===== src/rtl/tpr_pkg.sv =====
package tpr_pkg;
  // slot counter width: 2**SLOT_W clocks per switching period
  parameter int SLOT_W = 6;
  // group counter width: 2**GRP_W periods per duty update
  parameter int GRP_W  = 4;

  localparam int NSLOT = 1 << SLOT_W;
  localparam int NTAP  = NSLOT - 1;
  localparam int CNT_W = SLOT_W + GRP_W;
  localparam int MID   = NSLOT / 2;
endpackage


===== src/rtl/tpr_divider.sv =====
module tpr_divider
  import tpr_pkg::*;
#(
  parameter int SW = SLOT_W,
  parameter int GW = GRP_W,
  localparam int CW = SW + GW
) (
  input  logic          clk,
  input  logic          rst_n,
  output logic [CW-1:0] cnt,
  output logic [SW-1:0] slot,
  output logic          per_stb,
  output logic          upd_stb
);
  logic [CW-1:0] cnt_q, cnt_d;

  always_comb begin
    cnt_d = cnt_q + 1'b1;
  end

  always_ff @(posedge clk or negedge rst_n) begin
    if (!rst_n) cnt_q <= '0;
    else        cnt_q <= cnt_d;
  end

  assign cnt     = cnt_q;
  assign slot    = cnt_q[SW-1:0];
  assign per_stb = (cnt_q[SW-1:0] == '0);
  assign upd_stb = &cnt_q;
endmodule


===== src/rtl/tpr_cmp_sample.sv =====
module tpr_cmp_sample (
  input  logic clk,
  input  logic rst_n,
  input  logic cmp_async,
  input  logic sample_en,
  output logic decision
);
  logic meta_q, sync_q, dec_q;
  logic dec_d;

  always_comb begin
    dec_d = dec_q;
    if (sample_en) dec_d = sync_q;
  end

  always_ff @(posedge clk or negedge rst_n) begin
    if (!rst_n) begin
      meta_q <= 1'b0;
      sync_q <= 1'b0;
      dec_q  <= 1'b0;
    end else begin
      meta_q <= cmp_async;
      sync_q <= meta_q;
      dec_q  <= dec_d;
    end
  end

  assign decision = dec_q;
endmodule


===== src/rtl/tpr_therm_reg.sv =====
module tpr_therm_reg
  import tpr_pkg::*;
#(
  parameter int NT = NTAP,
  parameter int MD = MID
) (
  input  logic          clk,
  input  logic          rst_n,
  input  logic          step_en,
  input  logic          go_down,
  output logic [NT-1:0] therm
);
  localparam logic [NT-1:0] MID_CODE = {{(NT-MD){1'b0}}, {MD{1'b1}}};

  logic [NT-1:0] th_q, th_d;

  always_comb begin
    th_d = th_q;
    if (step_en) begin
      if (go_down) begin
        if (th_q[1]) th_d = {1'b0, th_q[NT-1:1]};
      end else begin
        if (!th_q[NT-1]) th_d = {th_q[NT-2:0], 1'b1};
      end
    end
  end

  always_ff @(posedge clk or negedge rst_n) begin
    if (!rst_n) th_q <= MID_CODE;
    else        th_q <= th_d;
  end

  assign therm = th_q;
endmodule


===== src/rtl/tpr_tap_pwm.sv =====
module tpr_tap_pwm
  import tpr_pkg::*;
#(
  parameter int SW = SLOT_W,
  localparam int NT = (1 << SW) - 1
) (
  input  logic          clk,
  input  logic          rst_n,
  input  logic [NT-1:0] therm,
  input  logic [SW-1:0] slot,
  input  logic          per_stb,
  output logic [NT-1:0] sel,
  output logic          pwm
);
  logic [NT-1:0] phase_hit;
  logic          clr;
  logic          pwm_q, pwm_d;

  // edge detector on the thermometer: one select per boundary
  genvar gi;
  generate
    for (gi = 0; gi < NT; gi++) begin : g_tap
      if (gi < NT - 1) begin : g_mid
        assign sel[gi] = therm[gi] ^ therm[gi+1];
      end else begin : g_top
        assign sel[gi] = therm[gi];
      end
      assign phase_hit[gi] = (slot == SW'(gi + 1));
    end
  endgenerate

  assign clr = |(sel & phase_hit);

  always_comb begin
    pwm_d = pwm_q;
    if (per_stb)  pwm_d = 1'b1;
    else if (clr) pwm_d = 1'b0;
  end

  always_ff @(posedge clk or negedge rst_n) begin
    if (!rst_n) pwm_q <= 1'b0;
    else        pwm_q <= pwm_d;
  end

  assign pwm = pwm_q;
endmodule


===== src/rtl/thermo_pwm_reg.sv =====
module thermo_pwm_reg
  import tpr_pkg::*;
(
  input  logic clk,
  input  logic rst_n,
  input  logic cmp_above,
  output logic pwm_out
);
  logic [CNT_W-1:0]  cnt;
  logic [SLOT_W-1:0] slot;
  logic              per_stb;
  logic              upd_stb;
  logic              decision;
  logic [NTAP-1:0]   therm;
  logic [NTAP-1:0]   sel;

  tpr_divider #(.SW(SLOT_W), .GW(GRP_W)) u_div (
    .clk     (clk),
    .rst_n   (rst_n),
    .cnt     (cnt),
    .slot    (slot),
    .per_stb (per_stb),
    .upd_stb (upd_stb)
  );

  tpr_cmp_sample u_cmp (
    .clk       (clk),
    .rst_n     (rst_n),
    .cmp_async (cmp_above),
    .sample_en (per_stb),
    .decision  (decision)
  );

  tpr_therm_reg #(.NT(NTAP), .MD(MID)) u_therm (
    .clk     (clk),
    .rst_n   (rst_n),
    .step_en (upd_stb),
    .go_down (decision),
    .therm   (therm)
  );

  tpr_tap_pwm #(.SW(SLOT_W)) u_pwm (
    .clk     (clk),
    .rst_n   (rst_n),
    .therm   (therm),
    .slot    (slot),
    .per_stb (per_stb),
    .sel     (sel),
    .pwm     (pwm_out)
  );
endmodule


===== config.mk =====
export PLATFORM = sky130hd
export DESIGN_NAME = thermo_pwm_reg
export DESIGN_NICKNAME = d
export VERILOG_FILES = /design/src/rtl/tpr_pkg.sv /design/src/rtl/tpr_divider.sv /design/src/rtl/tpr_cmp_sample.sv /design/src/rtl/tpr_therm_reg.sv /design/src/rtl/tpr_tap_pwm.sv /design/src/rtl/thermo_pwm_reg.sv
export SDC_FILE = /design/constraint.sdc
export NUM_CORES = 1
export LEC_CHECK = 0
export BUFFER_PORTS_ARGS = -buffer_cell sky130_fd_sc_hd__buf_2
export CORE_MARGIN = 1.5
export CORE_UTILIZATION = 57
export CTS_CLUSTER_SIZE = 16
export DETAILED_ROUTE_END_ITERATION = 8
export PLACE_DENSITY_LB_ADDON = 0.25
export SYNTH_ARGS = -nofsm -noshare
export SYNTH_HDL_FRONTEND = slang
export SYNTH_SLANG_ARGS = --single-unit

===== constraint.sdc =====
create_clock -name clk -period 2.2 [get_ports clk]
set_clock_uncertainty 0.2 [all_clocks]
set_input_delay 0.44 -clock clk [delete_from_list [all_inputs] [get_ports clk]]
set_output_delay 0.44 -clock clk [all_outputs]
set_load 0.005 [all_outputs]

# Word level (Yosys, flattened, before mapping)
# Index checks and enable logic that the tools add are counted.
op_classes:
  n_addsub: 1
  n_eq_ne: 65
  n_mux: 5
  bitwise_logic: 63
  n_reduce_logical: 6
ops:
  columns: ["op", "n"]
  rows:
  - ["6-bit == test, second input constant", 32]
  - ["63-bit two-way mux", 3]
  - ["6-bit by 5-bit == test with 1-bit output, second input constant", 16]
  - ["63-bit bitwise AND", 1]
  - ["63-bit OR reduction", 1]
  - ["1-bit XOR", 62]
  - ["6-bit by 4-bit == test with 1-bit output, second input constant", 8]
  - ["6-bit by 3-bit == test with 1-bit output, second input constant", 4]
  - ["11-bit AND reduction", 2]
  - ["6-bit by 2-bit == test with 1-bit output, second input constant", 2]
  - ["12-bit AND reduction", 1]
  - ["10-bit by 1-bit adder with 10-bit output, second input constant", 1]
  - ["6-bit by 1-bit == test with 1-bit output, second input constant", 1]
  - ["6-bit logical NOT", 1]
  - ["1-bit two-way mux", 2]
  - ["2-bit by 1-bit != test with 1-bit output, second input constant", 1]
  - ["2-bit != test, second input constant", 1]
  - ["2-bit nonzero test", 1]
word_totals:
  ff_bits: 77
  inputBits: 3
  out_inout_bits: 1
  wordCells: 148

# Logic depth before layout (Yosys ltp)
logic_depth:
  ltp_word: 5
  ltp_mapped: 9
  mapped_depth_nobuf: 8

# Modules after synthesis
# A second synthesis with hierarchy kept.
unflattened:
  cells_unflattened: 462
  area_unflattened_um2: 4893.4
modules_own_cells:
  columns: ["mod", "instances", "cells_per_inst", "area_each_um2", "seq_area_each_um2"]
  rows:
  - ["tpr_therm_reg", 1, 232, 2869.0, 1616.6]
  - ["tpr_tap_pwm", 1, 181, 1431.4, 25.0]
  - ["tpr_divider", 1, 45, 503.0, 250.2]
  - ["tpr_cmp_sample", 1, 4, 90.1, 75.1]

# Least setup slack after synthesis
# Ideal clock, no wire load.
synth_path:
  path_type: "flip-flop to flip-flop"
  startpoint: "register u_div.cnt_q[1], in the netlist u_div.cnt[1]"
  endpoint: "register u_pwm.pwm_q, in the netlist u_pwm.pwm"
  setup_time_ps: 95
  arrival_ps: 2031
  t_required_ps: 1905
  path_slack_ps: -127
  path_stages_with_launch: 10
  path_buffers: 1
  period_less_slack_ps: 2327
  path_cell_list: "dfrtp_1 -> inv_1 -> ha_1 -> buf_2 -> a221oi_1 -> a311oi_1 -> o21bai_1 -> a31oi_1 -> or4_1 -> o31ai_1"
synth_via:
  elab_chain_len: 4
  word_cells_on_any_way: 68
  classes_between: "eq/ne: 63; mux: 1; bitwise: 1; reduce/logical: 3"
synth_rtl:
  columns: ["element", "line", "source"]
  rows:
  - ["from (decl)", "tpr_divider.sv:15", "logic [CW-1:0] cnt_q, cnt_d;"]
  - ["from (signal assigned)", "tpr_divider.sv:23", "else cnt_q <= cnt_d;"]
  - ["6-bit by 1-bit == test with 1-bit output, or another cell as far along", "tpr_tap_pwm.sv:28", "assign phase_hit[gi] = (slot == SW'(gi + 1));"]
  - ["63-bit bitwise AND", "tpr_tap_pwm.sv:32", "assign clr = |(sel & phase_hit);"]
  - ["63-bit OR reduction", "tpr_tap_pwm.sv:32", null]
  - ["2-bit nonzero test (no line)", null, null]
  - ["to (signal assigned)", "tpr_tap_pwm.sv:42", "else pwm_q <= pwm_d;"]
  - ["to (decl)", "tpr_tap_pwm.sv:17", "logic pwm_q, pwm_d;"]
# Several ways; a longest one is shown, not always the timed one.
# A chain may end at the register's enable or synchronous reset.

# Worst setup path after layout
# Same ends and word-level chain as after synthesis.

==> run metrics <==
final net count=526; Synth Register Bits=77; Die Height=91.4 um; Finished Core Util=69.7%; vias in the first global route=3697; worst-path maximum fanout=5; critical path, cell by cell=ha_4, nand3b_1, buf_4, o22ai_4, a311oi_2, a21oi_1, or4_4, o31ai_2; Pleak=0.00188 uW; setup violators final=1; layout cell share with drive strength beyond 1=25.3%; cts bufs inserted=9; max_slew headroom=69.8%; clk sink count=77; via/cell ratio=6.24; Setup TNS=-269 ps; post-synthesis xor/xnor area fraction=10.8%; pwr/cell area=520 nW/um^2; worst vdd ir=0.281 mV; unrepaired setup endpoints after global routing=true; Critical Path RT=2280 ps; register area share after synthesis=44.1%; fin crit period=2470 ps; Clock transition at path regs=80 ps; total power=2770 uW; largest net degree at the start of global routing=44; # fillers=567; Post-synth EDFFs=0; Simple-Gate Fraction of Synth Area=12.8%; Worst-Margin Slew=453 ps; CP delay by family, top=simple AND/OR/NAND/NOR gates; # IOs=4; Chip Width=91.4 um; initial antenna violation count=0; Mean Syn Cell Area=9.25 um^2; vias after detailed routing=3892; Distinct cells, synth=49; DRT antenna net count=0; Post-Syn Nets=491; RD Place Congestion=0.963; final worst slack=-269 ps; Area Growth Syn to Fin=19.6%; ANT cells=0; multiplexer share of the synthesized area=0.477%; Compound-Gate Fraction of Synth Area=25.5%; most frequent cells in the layout=nand2_1 (62), o21ai_0 (59), a22oi_1 (53); Worst setup EP type=register; Initial Util=58.3%; status=finished with violations; adder-cell share of the synthesized area=1.68%; Slew Viols, Final=0; part of the cycle the worst path needs=112%; hpwl dp=7.74 mm; max frequency=405 MHz; Clock Latency Late Sink=370 ps; count of final hold-check violations=0; PortBufs=3; row count=32; most common cell after layout, fill and taps aside=nand2_1; full die area=8360 um^2; mapped cell area=4460 um^2; clock tree buffer depth=2; Async S/R FF share, synth=100%; Pre-antenna DRT Iters=5; largest family of logic cells by synthesized area=compound AO/OA/AOI/OAI gates; clock root buffer=clkbuf_8; hold crit path type=register to register; Place WS=-177 ps; Worst path slowest cell=or4_4; DRC Markers=0; DR iter-0 viols=320; crit-path max cell delay=550 ps; Tot GR Track Use=28.2%; max_cap viols=0; Yosys Warn Count=0; Mapped Cells=482; worst hold slack=166 ps; crit path DAT=2550 ps; TritonCTS clock tree=yes; drt total wl=11.1 mm; routed length per placed instance=17.8 um; Main synth FF type=dfrtp_1; gr ovfl total=0; # H-tree levels=3; Setup CP Type=register to register; first-pass GRT wire length=18.4 mm; Worst Path Buf+Inv=1; startpoint types=register; failing checks=setup timing; CORE AREA=7650 um^2
==> sequential cells by signal, summed over array words and instances, names as in the netlist <==
register,cells
u_cmp.meta_q,1
u_cmp.sync_q,1
u_pwm.pwm,1
u_div.cnt,10
u_cmp.decision,1
u_therm.therm,63
==> timing repair <==
item | 4_1_cts | 5_1_grt
gates resized for setup | 3 | 17
buffers inserted | 0 | 3
hold buffers | 2 | 0
setup endpoints to repair | 25 | 27
pin swaps | 0 | 8
hold endpoints to repair | 18 | 0
gates cloned | 0 | 0
==> cells in the mapped netlist (2+ instances only) <==
| cell type | instances | area (um^2) |
|---|---|---|
| nand2_1 | 62 | 233 |
| o21ai_0 | 61 | 305 |
| a22oi_1 | 53 | 398 |
| dfrtp_1 | 45 | 1130 |
| xnor2_1 | 44 | 385 |
| dfstp_2 | 32 | 841 |
| clkbuf_1 | 22 | 82.6 |
| o22ai_1 | 19 | 119 |
| a21oi_1 | 12 | 60.1 |
| inv_1 | 11 | 41.3 |
| xor2_1 | 11 | 96.3 |
| a221oi_1 | 9 | 78.8 |
| nor2_1 | 9 | 33.8 |
| nand3_1 | 8 | 40.0 |
| buf_2 | 7 | 35.0 |
| nand2b_1 | 7 | 43.8 |
| nand3b_1 | 7 | 52.6 |
| ha_1 | 6 | 75.1 |
| nor3_1 | 6 | 30.0 |
| nor4_1 | 6 | 37.5 |
| buf_1 | 5 | 18.8 |
| a22o_1 | 3 | 26.3 |
| a311oi_1 | 3 | 26.3 |
| a31oi_1 | 3 | 18.8 |
| and2_1 | 3 | 18.8 |
| o221ai_1 | 3 | 26.3 |
| a211oi_1 | 2 | 15.0 |
| buf_6 | 2 | 22.5 |
==> worst paths after layout <==
path / startpoint / end / slack, ps / cells past startpoint
max: u_div.cnt[1] / u_pwm.pwm / -270 / 8
min: u_cmp.meta_q / u_cmp.sync_q / 170 / 0
max reg2reg: u_div.cnt[1] / u_pwm.pwm / -270 / 8
min reg2reg: u_cmp.meta_q / u_cmp.sync_q / 170 / 0
max in group asynchronous: rst_n / u_therm.therm[13] / 780 / 3
min in group asynchronous: rst_n / u_div.cnt[8] / 350 / 2
==> routing by layer <==
layer	up-vias	routed length (um)	global-route usage, %
li1	1832	-	-
met3	26	626	5.44
met1	1902	4890	37.9
met2	132	5350	44.9
met5	-	0	0
met4	0	270	11.2
==> layout make-up <==
cell class	instances	area [um^2]	area share (%)
timing repair buffer	61	512	9.60
sequential	77	1970	37.0
clock inverter	4	97.6	1.83
inverter	11	41.3	0.775
multi-input combinational	357	2430	45.7
tap	102	128	2.39
clock buffer	12	145	2.72
==> report_power, final <==
| group | switching [uW] | leakage [uW] | total (uW) | internal (uW) |
|---|---|---|---|---|
| Combinational | 28.1 | 0.000838 | 35.9 | 7.75 |
| Sequential | 0.602 | 0.000929 | 1420 | 1420 |
| Clock | 532 | 0.000117 | 1320 | 786 |
| Total | 560 | 0.00188 | 2770 | 2210 |
==> worst register-to-register path, stage by stage, from the launching register on <==
cell and delay, ps:
dfrtp_2 460, ha_4 200, nand3b_1 160, buf_4 150
o22ai_4 60, a311oi_2 270, a21oi_1 100, or4_4 550
o31ai_2 220
==> logic make-up (layout without fill, tap and decap cells) <==
| logic type | Yosys count | count (layout) |
|---|---|---|
| AOI/OAI and AO/OA | 176 | 176 |
| xor gates and xnor gates | 55 | 55 |
| adders and majority gates | 6 | 6 |
| buffers and inverters | 48 | 88 |
| DFF | 77 | 77 |
| muxes | 2 | 2 |
| and+or+nand+nor | 118 | 118 |
==> metrics by stage <==
stage / area, um^2 / std cells
2_1_floorplan: 4510 / 482
3_3_place_gp: 4950 / 603
3_5_place_dp: 4950 / 603
4_1_cts: 5220 / 621
5_1_grt: 5330 / 624
6_report: 5330 / 624
Note: power is estimated with default switching activity, not from simulation.
